## src/rtl/scr_pkg.sv

```systemverilog
package scr_pkg;
    typedef enum logic [2:0] {
        SEL_MODE,
        SEL_FAULT,
        SEL_BASE,
        SEL_FEAT,
        SEL_PRIO,
        SEL_XMASK,
        SEL_NONE
    } sel_e;

    localparam int IDX_MODE  = 0;
    localparam int IDX_FAULT = 2;
    localparam int IDX_BASE  = 3;
    localparam int IDX_FEAT  = 4;
    localparam int IDX_PRIO  = 8;
    localparam int IDX_XMASK = 9;
endpackage

```

## src/rtl/scr_index_decode.sv

```systemverilog
module scr_index_decode
    import scr_pkg::*;
#(
    parameter int IDXW = 4
) (
    input  logic [IDXW-1:0] idx,
    output sel_e            sel
);
    always_comb begin
        sel = SEL_NONE;
        case (idx)
            IDXW'(IDX_MODE):  sel = SEL_MODE;
            IDXW'(IDX_FAULT): sel = SEL_FAULT;
            IDXW'(IDX_BASE):  sel = SEL_BASE;
            IDXW'(IDX_FEAT):  sel = SEL_FEAT;
            IDXW'(IDX_PRIO):  sel = SEL_PRIO;
            IDXW'(IDX_XMASK): sel = SEL_XMASK;
            default:          sel = SEL_NONE;
        endcase
    end
endmodule

```

## src/rtl/scr_write_check.sv

```systemverilog
module scr_write_check
    import scr_pkg::*;
#(
    parameter int XLEN        = 64,
    parameter int PRIO_W      = 4,
    parameter int PE_BIT      = 0,
    parameter int PG_BIT      = 31,
    parameter int XM_BASE_BIT = 0,
    parameter int XM_HOLE_BIT = 10,
    parameter int XM_TOP_BIT  = 14
) (
    input  sel_e            sel,
    input  logic [XLEN-1:0] wdata,
    output logic            legal
);
    localparam logic [XLEN-1:0] ONE       = XLEN'(1);
    localparam logic [XLEN-1:0] PE_M      = ONE << PE_BIT;
    localparam logic [XLEN-1:0] PG_M      = ONE << PG_BIT;
    localparam logic [XLEN-1:0] PRIO_KEEP = (ONE << PRIO_W) - ONE;
    localparam logic [XLEN-1:0] XM_BASE_M = ONE << XM_BASE_BIT;
    localparam logic [XLEN-1:0] XM_RSVD_M = ~((ONE << XM_TOP_BIT) - ONE) | (ONE << XM_HOLE_BIT);

    always_comb begin
        legal = 1'b1;
        case (sel)
            SEL_MODE:  legal = !(((wdata & PG_M) != '0) && ((wdata & PE_M) == '0));
            SEL_PRIO:  legal = ((wdata & ~PRIO_KEEP) == '0);
            SEL_XMASK: legal = ((wdata & XM_BASE_M) != '0) && ((wdata & XM_RSVD_M) == '0);
            default:   legal = 1'b1;
        endcase
    end
endmodule

```

## src/rtl/scr_view.sv

```systemverilog
module scr_view #(
    parameter int XLEN     = 64,
    parameter int CTXW     = 12,
    parameter int PE_BIT   = 0,
    parameter int PG_BIT   = 31,
    parameter int PSE_BIT  = 4,
    parameter int PAE_BIT  = 5,
    parameter int CTXE_BIT = 17
) (
    input  logic [XLEN-1:0]      mode,
    input  logic [XLEN-1:0]      feat,
    input  logic [XLEN-1:0]      base,
    output logic                 prot_en,
    output logic                 paging_en,
    output logic                 large_pages,
    output logic                 phys_ext,
    output logic [CTXW-1:0]      ctx_id,
    output logic [XLEN-CTXW-1:0] dir_base
);
    localparam logic [XLEN-1:0] ONE    = XLEN'(1);
    localparam logic [XLEN-1:0] PE_M   = ONE << PE_BIT;
    localparam logic [XLEN-1:0] PG_M   = ONE << PG_BIT;
    localparam logic [XLEN-1:0] PSE_M  = ONE << PSE_BIT;
    localparam logic [XLEN-1:0] PAE_M  = ONE << PAE_BIT;
    localparam logic [XLEN-1:0] CTXE_M = ONE << CTXE_BIT;

    always_comb begin
        prot_en     = (mode & PE_M) != '0;
        paging_en   = (mode & PG_M) != '0;
        large_pages = (feat & PSE_M) != '0;
        phys_ext    = (feat & PAE_M) != '0;
        ctx_id      = ((feat & CTXE_M) != '0) ? base[CTXW-1:0] : '0;
        dir_base    = base[XLEN-1:CTXW];
    end
endmodule

```

## src/rtl/scr_file.sv

```systemverilog
module scr_file
    import scr_pkg::*;
#(
    parameter int XLEN     = 64,
    parameter int IDXW     = 4,
    parameter int PRIO_W   = 4,
    parameter int CTXW     = 12,
    parameter int PE_BIT   = 0,
    parameter int PG_BIT   = 31,
    parameter int PSE_BIT  = 4,
    parameter int PAE_BIT  = 5,
    parameter int CTXE_BIT = 17
) (
    input  logic                 clk,
    input  logic                 rst_n,
    input  logic                 rd_en,
    input  logic                 wr_en,
    input  logic [IDXW-1:0]      idx,
    input  logic [XLEN-1:0]      wdata,
    input  logic                 pf_valid,
    input  logic [XLEN-1:0]      pf_addr,
    output logic [XLEN-1:0]      rdata,
    output logic                 ud_exc,
    output logic                 gp_exc,
    output logic                 prot_en,
    output logic                 paging_en,
    output logic                 large_pages,
    output logic                 phys_ext,
    output logic [CTXW-1:0]      ctx_id,
    output logic [XLEN-CTXW-1:0] dir_base,
    output logic [PRIO_W-1:0]    prio_level
);
    localparam logic [XLEN-1:0] XMASK_RST = XLEN'(1);

    typedef struct packed {
        logic [XLEN-1:0]   mode;
        logic [XLEN-1:0]   fault;
        logic [XLEN-1:0]   base;
        logic [XLEN-1:0]   feat;
        logic [PRIO_W-1:0] prio;
        logic [XLEN-1:0]   xmask;
        logic [XLEN-1:0]   rdata;
        logic              ud;
        logic              gp;
    } state_t;

    state_t st_d, st_q;
    sel_e   sel;
    logic   wr_legal;
    logic   access;

    scr_index_decode #(.IDXW(IDXW)) u_dec (
        .idx (idx),
        .sel (sel)
    );

    scr_write_check #(
        .XLEN   (XLEN),
        .PRIO_W (PRIO_W),
        .PE_BIT (PE_BIT),
        .PG_BIT (PG_BIT)
    ) u_chk (
        .sel   (sel),
        .wdata (wdata),
        .legal (wr_legal)
    );

    always_comb begin
        access   = rd_en | wr_en;
        st_d     = st_q;
        st_d.ud  = 1'b0;
        st_d.gp  = 1'b0;
        st_d.rdata = '0;

        if (access && (sel == SEL_NONE)) begin
            st_d.ud = 1'b1;
        end else begin
            if (rd_en) begin
                case (sel)
                    SEL_MODE:  st_d.rdata = st_q.mode;
                    SEL_FAULT: st_d.rdata = st_q.fault;
                    SEL_BASE:  st_d.rdata = st_q.base;
                    SEL_FEAT:  st_d.rdata = st_q.feat;
                    SEL_PRIO:  st_d.rdata = {{(XLEN-PRIO_W){1'b0}}, st_q.prio};
                    SEL_XMASK: st_d.rdata = st_q.xmask;
                    default:   st_d.rdata = '0;
                endcase
            end
            if (wr_en) begin
                if (!wr_legal) begin
                    st_d.gp = 1'b1;
                end else begin
                    case (sel)
                        SEL_MODE:  st_d.mode  = wdata;
                        SEL_FAULT: st_d.fault = wdata;
                        SEL_BASE:  st_d.base  = wdata;
                        SEL_FEAT:  st_d.feat  = wdata;
                        SEL_PRIO:  st_d.prio  = wdata[PRIO_W-1:0];
                        SEL_XMASK: st_d.xmask = wdata;
                        default:   ;
                    endcase
                end
            end
        end

        // hardware capture of the faulting address takes precedence
        if (pf_valid) begin
            st_d.fault = pf_addr;
        end
    end

    always_ff @(posedge clk) begin
        if (!rst_n) begin
            st_q       <= '0;
            st_q.xmask <= XMASK_RST;
        end else begin
            st_q <= st_d;
        end
    end

    scr_view #(
        .XLEN     (XLEN),
        .CTXW     (CTXW),
        .PE_BIT   (PE_BIT),
        .PG_BIT   (PG_BIT),
        .PSE_BIT  (PSE_BIT),
        .PAE_BIT  (PAE_BIT),
        .CTXE_BIT (CTXE_BIT)
    ) u_view (
        .mode        (st_q.mode),
        .feat        (st_q.feat),
        .base        (st_q.base),
        .prot_en     (prot_en),
        .paging_en   (paging_en),
        .large_pages (large_pages),
        .phys_ext    (phys_ext),
        .ctx_id      (ctx_id),
        .dir_base    (dir_base)
    );

    assign rdata      = st_q.rdata;
    assign ud_exc     = st_q.ud;
    assign gp_exc     = st_q.gp;
    assign prio_level = st_q.prio;
endmodule

```

## config.mk

```make
export PLATFORM = sky130hd
export DESIGN_NAME = scr_file
export DESIGN_NICKNAME = d
export VERILOG_FILES = /design/src/rtl/scr_pkg.sv /design/src/rtl/scr_index_decode.sv /design/src/rtl/scr_write_check.sv /design/src/rtl/scr_view.sv /design/src/rtl/scr_file.sv
export SDC_FILE = /design/constraint.sdc
export NUM_CORES = 1
export LEC_CHECK = 0
export BUFFER_PORTS_ARGS = -buffer_cell sky130_fd_sc_hd__buf_4
export CAP_MARGIN = 10
export CORE_ASPECT_RATIO = 1.4
export CORE_MARGIN = 4
export CORE_UTILIZATION = 45
export DETAILED_ROUTE_END_ITERATION = 16
export PLACE_DENSITY = 0.8
export SLEW_MARGIN = 20
export SYNTH_ARGS = -nofsm -noshare
export SYNTH_HDL_FRONTEND = slang
export SYNTH_HIERARCHICAL = 1
export SYNTH_SLANG_ARGS = --single-unit
```

## constraint.sdc

```tcl
create_clock -name clk -period 2 [get_ports clk]
set_clock_uncertainty 0.15 [all_clocks]
set_input_delay 0 -clock clk [delete_from_list [all_inputs] [get_ports clk]]
set_output_delay 0 -clock clk [all_outputs]
set_load 0.03 [all_outputs]
```

==> results_dict.tcl <==
set metrics [dict create \
    ioPinCount 275 \
    drt_iter0_markers 2911 \
    ys_ff_latch 390 \
    gp_congestion 0.8879 \
    die_w_um 177.0 \
    clkTransAtPathRegs_ps 70 \
    dieHeight_um 244.6 \
    r2r_start "prio_level[2]$_SDFFE_PN0P_" \
    grt_pass1_wl_um 105600 \
    placementRows 86 \
    end_kind "flop" \
    finalPower_mw 18.42 \
    yosysTopAreaCellShare_pct 43.41 \
    drtPass1Iterations 7 \
    ctsLongestPathBuffers 3 \
    worst_pin_slew_ps 643.7 \
    critPathLaunchType "input port" \
    setup_viol 0 \
    use_met1_pct 36.58 \
    critPathMaxFanout 11 \
    synth_area_leader_cell "dfxtp_1" \
    grt_util_met2_pct 50.32 \
    fin_crit_sh_pct 99.41 \
    drt-total-wl_um 72310 \
    cts_buffers 38 \
    fin_ws_ps 11.87 \
    final.fill_count 3060 \
    postLayoutCoreUtil_pct 60.87 \
    p_per_area_nw_per_um2 766.1 \
    crit_required_ps 2320 \
    cpPeakStageDelay_ps 300 \
    grt_pass1_vias 18559 \
    antenna_left 0 \
    synthCells 2026 \
    p_leak_nw 8.773 \
    rr_worst_depth 3 \
    grtUsageTotal_pct 30.86 \
    dp_slack_ps -540.8 \
    cpLargestDelayFamily "buffers and inverters" \
    r2r-end "rdata[2]$_SDFF_PP0_" \
    place_hpwl_um 42840 \
    fin_tns_setup_ps 0 \
    start_util_pct 45.55 \
    cts_tree "done" \
    max_cap_violations 0 \
    critical_path_class "in -> reg" \
    ys_top_cells_by_area "dfxtp_1, a21oi_1, nand3_1" \
    syn_avg_cell_area_um2 8.878 \
    synth_warnings 6 \
    crit_chain "buf_4 -> nor4_1 -> buf_4 -> nand4_1 -> nor4_2 -> buf_4 -> a211o_1 -> buf_6 -> and2_4 -> buf_12 -> buf_4 -> nand3_1 -> a21oi_1" \
    core_area_um2 39490 \
    drc 0 \
    fmax_mhz 503.0 \
    root_buffer "clkbuf_16" \
    arrival_ps 2310 \
    nets 2462 \
    cp_common_cell "buf_4" \
    drv_slew 0 \
    yosysUniqueCellTypes 55 \
    min_path_type "in -> reg" \
    min_to "st_q[66]$_SDFFE_PN1P_" \
    grt_antenna_before_repair 2 \
    overflow 0 \
    syn-num-nets 2163 \
    min_period_ps 1988 \
    clock_latency_ps 550 \
    syn_area_um2 17990 \
    grt_max_degree 73 \
    drive_above_1_share_pct 29.83 \
    cp_num_buf_inv 6 \
    syn_to_final_growth_pct 33.64 \
    vdd_drop_max_uv 704.2 \
    min_path_cells 5 \
    r2r_slack_ps 500 \
    critical_path.slowest_cell "nor4_1" \
    die_area_um2 43280 \
    ys_seq_area_share_pct 43.41 \
    top_usage_layer "met2" \
    post_drt_wl_per_cell_um 25.08 \
    grtUsageMet3_pct 5.319 \
    relSlewSlack_pct 57.09 \
    finalHoldViolCount 0 \
    clock-sinks 390 \
    status "finished clean" \
    port_buffers 274 \
    routed_via_density 6.551 \
    worstHoldStart "wdata[0]" \
    vias 18886 \
    htreeDepth 2 \
]
worst max path at each step:
stage,slack (ps),depth (start not counted),startpoint,end
after floorplan,-20,12,idx[2],st_q[251]$_SDFFE_PN0P_
after global placement,-500,12,idx[1],st_q[296]$_SDFFE_PN0P_
after detailed placement,-540,12,idx[1],st_q[299]$_SDFFE_PN0P_
after CTS,4,13,idx[1],st_q[269]$_SDFFE_PN0P_
after global routing,-40,13,idx[3],st_q[277]$_SDFFE_PN0P_
final,10,13,wdata[35],st_q[170]$_SDFFE_PN0P_
cells in the final DEF (no fill, tap or decap), drive strengths merged, types with 2 or more instances in the layout:
cell type,count
nor2,5
a22oi,67
buf,464
and2,14
diode,2
and3b,6
a211o,2
bufinv,4
nor2b,3
clkinv,7
clkbuf,62
nor3,57
nor3b,2
a211oi,74
nand3b,5
mux4,17
nand4,3
a32oi,25
a22o,15
or3b,2
o31ai,2
dfxtp,390
mux2,50
nor4,14
nand2,5
nand3,272
dlygate4sd3,134
nand2b,3
o22ai,10
mux2i,56
inv,4
o32ai,2
a21oi,307
o21ai,261
routing by layer:
layer	share of wire, %	up-vias
li1	-	7959
met1	35	8881
met2	46	1598
met3	11	446
met4	8.5	2
met5	0.018	-
worst reg2reg max path: stages, from the launching register on:
cell and delay (ps):
dfxtp_1 450, mux4_2 260, or3b_1 390, o31ai_1 120
registers in the layout, indices dropped and copies added (netlist names):
| name | cells |
|---|---|
| prio_level | 4 |
| rdata | 64 |
| st_q | 320 |
| ud_exc | 1 |
| gp_exc | 1 |
kinds of logic (layout without fill, tap and decap cells):
| group | count (synthesis) | after routing | synth area share (%) |
|---|---|---|---|
| other | 0 | 2 | 0 |
| buffers and inverters | 349 | 676 | 11.44 |
| XOR/XNOR | 1 | 1 | 0.04870 |
| flip-flops | 390 | 390 | 43.41 |
| multiplexers | 123 | 123 | 8.375 |
| AND/OR/NAND/NOR | 396 | 396 | 12.33 |
| AO/OA/AOI/OAI | 767 | 767 | 24.40 |
layout make-up:
type | count | area, um^2 | area share (%)
clock buffers | 57 | 1114 | 4.633
inverters | 4 | 22.52 | 0.09369
flip-flops and latches | 390 | 7807 | 32.48
diodes | 2 | 5.005 | 0.02082
clock inverters | 11 | 166.4 | 0.6923
well taps | 528 | 660.6 | 2.748
multi-input cells | 1287 | 8552 | 35.58
repair buffers | 604 | 5710 | 23.76
stage by stage:
stage	hold WS (ps)	area, um^2	cells
after floorplan	-78.17	18250	2026
after global placement	114.8	20990	2667
after detailed placement	119.1	20990	2667
after CTS	113.3	23680	2873
after global routing	65.69	24040	2882
final	49.91	24040	2883
power by group:
| group | switching (mW) | internal [mW] | total (mW) |
|---|---|---|---|
| registers | 0.109 | 7.93 | 8.04 |
| logic | 1.61 | 1.18 | 2.79 |
| clock network | 3.20 | 4.38 | 7.58 |
| total | 4.92 | 13.5 | 18.4 |
what timing repair did:
action	4_1_cts	5_1_grt
buffers inserted	2	2
gates resized for setup	2	40
pin swaps	0	11
endpoints found under the hold margin	334	0
gates cloned	1	6
setup endpoints to repair	3	267
hold buffers	135	0
cell usage after synthesis (all sizes together):
master	n
nand2b	3
nor4b	1
or2	1
nand3b	5
mux2	50
clkbuf	115
buf	230
or2b	1
dfxtp	390
a21o	1
mux4	17
inv	3
xnor2	1
o21ai	261
nor2b	3
mux2i	56
nand3	272
nor2	5
a211oi	74
a211o	2
nor3	57
a22oi	67
o22ai	10
nand4	3
a21oi	307
and3b	6
or3b	2
and4b	1
nor3b	2
a22o	15
and2	14
o32ai	2
a221oi	1
nand2	5
a32oi	25
clkinv	1
o31ai	2
nor4	14
or4	1
Power figures use the tool's default switching activity.
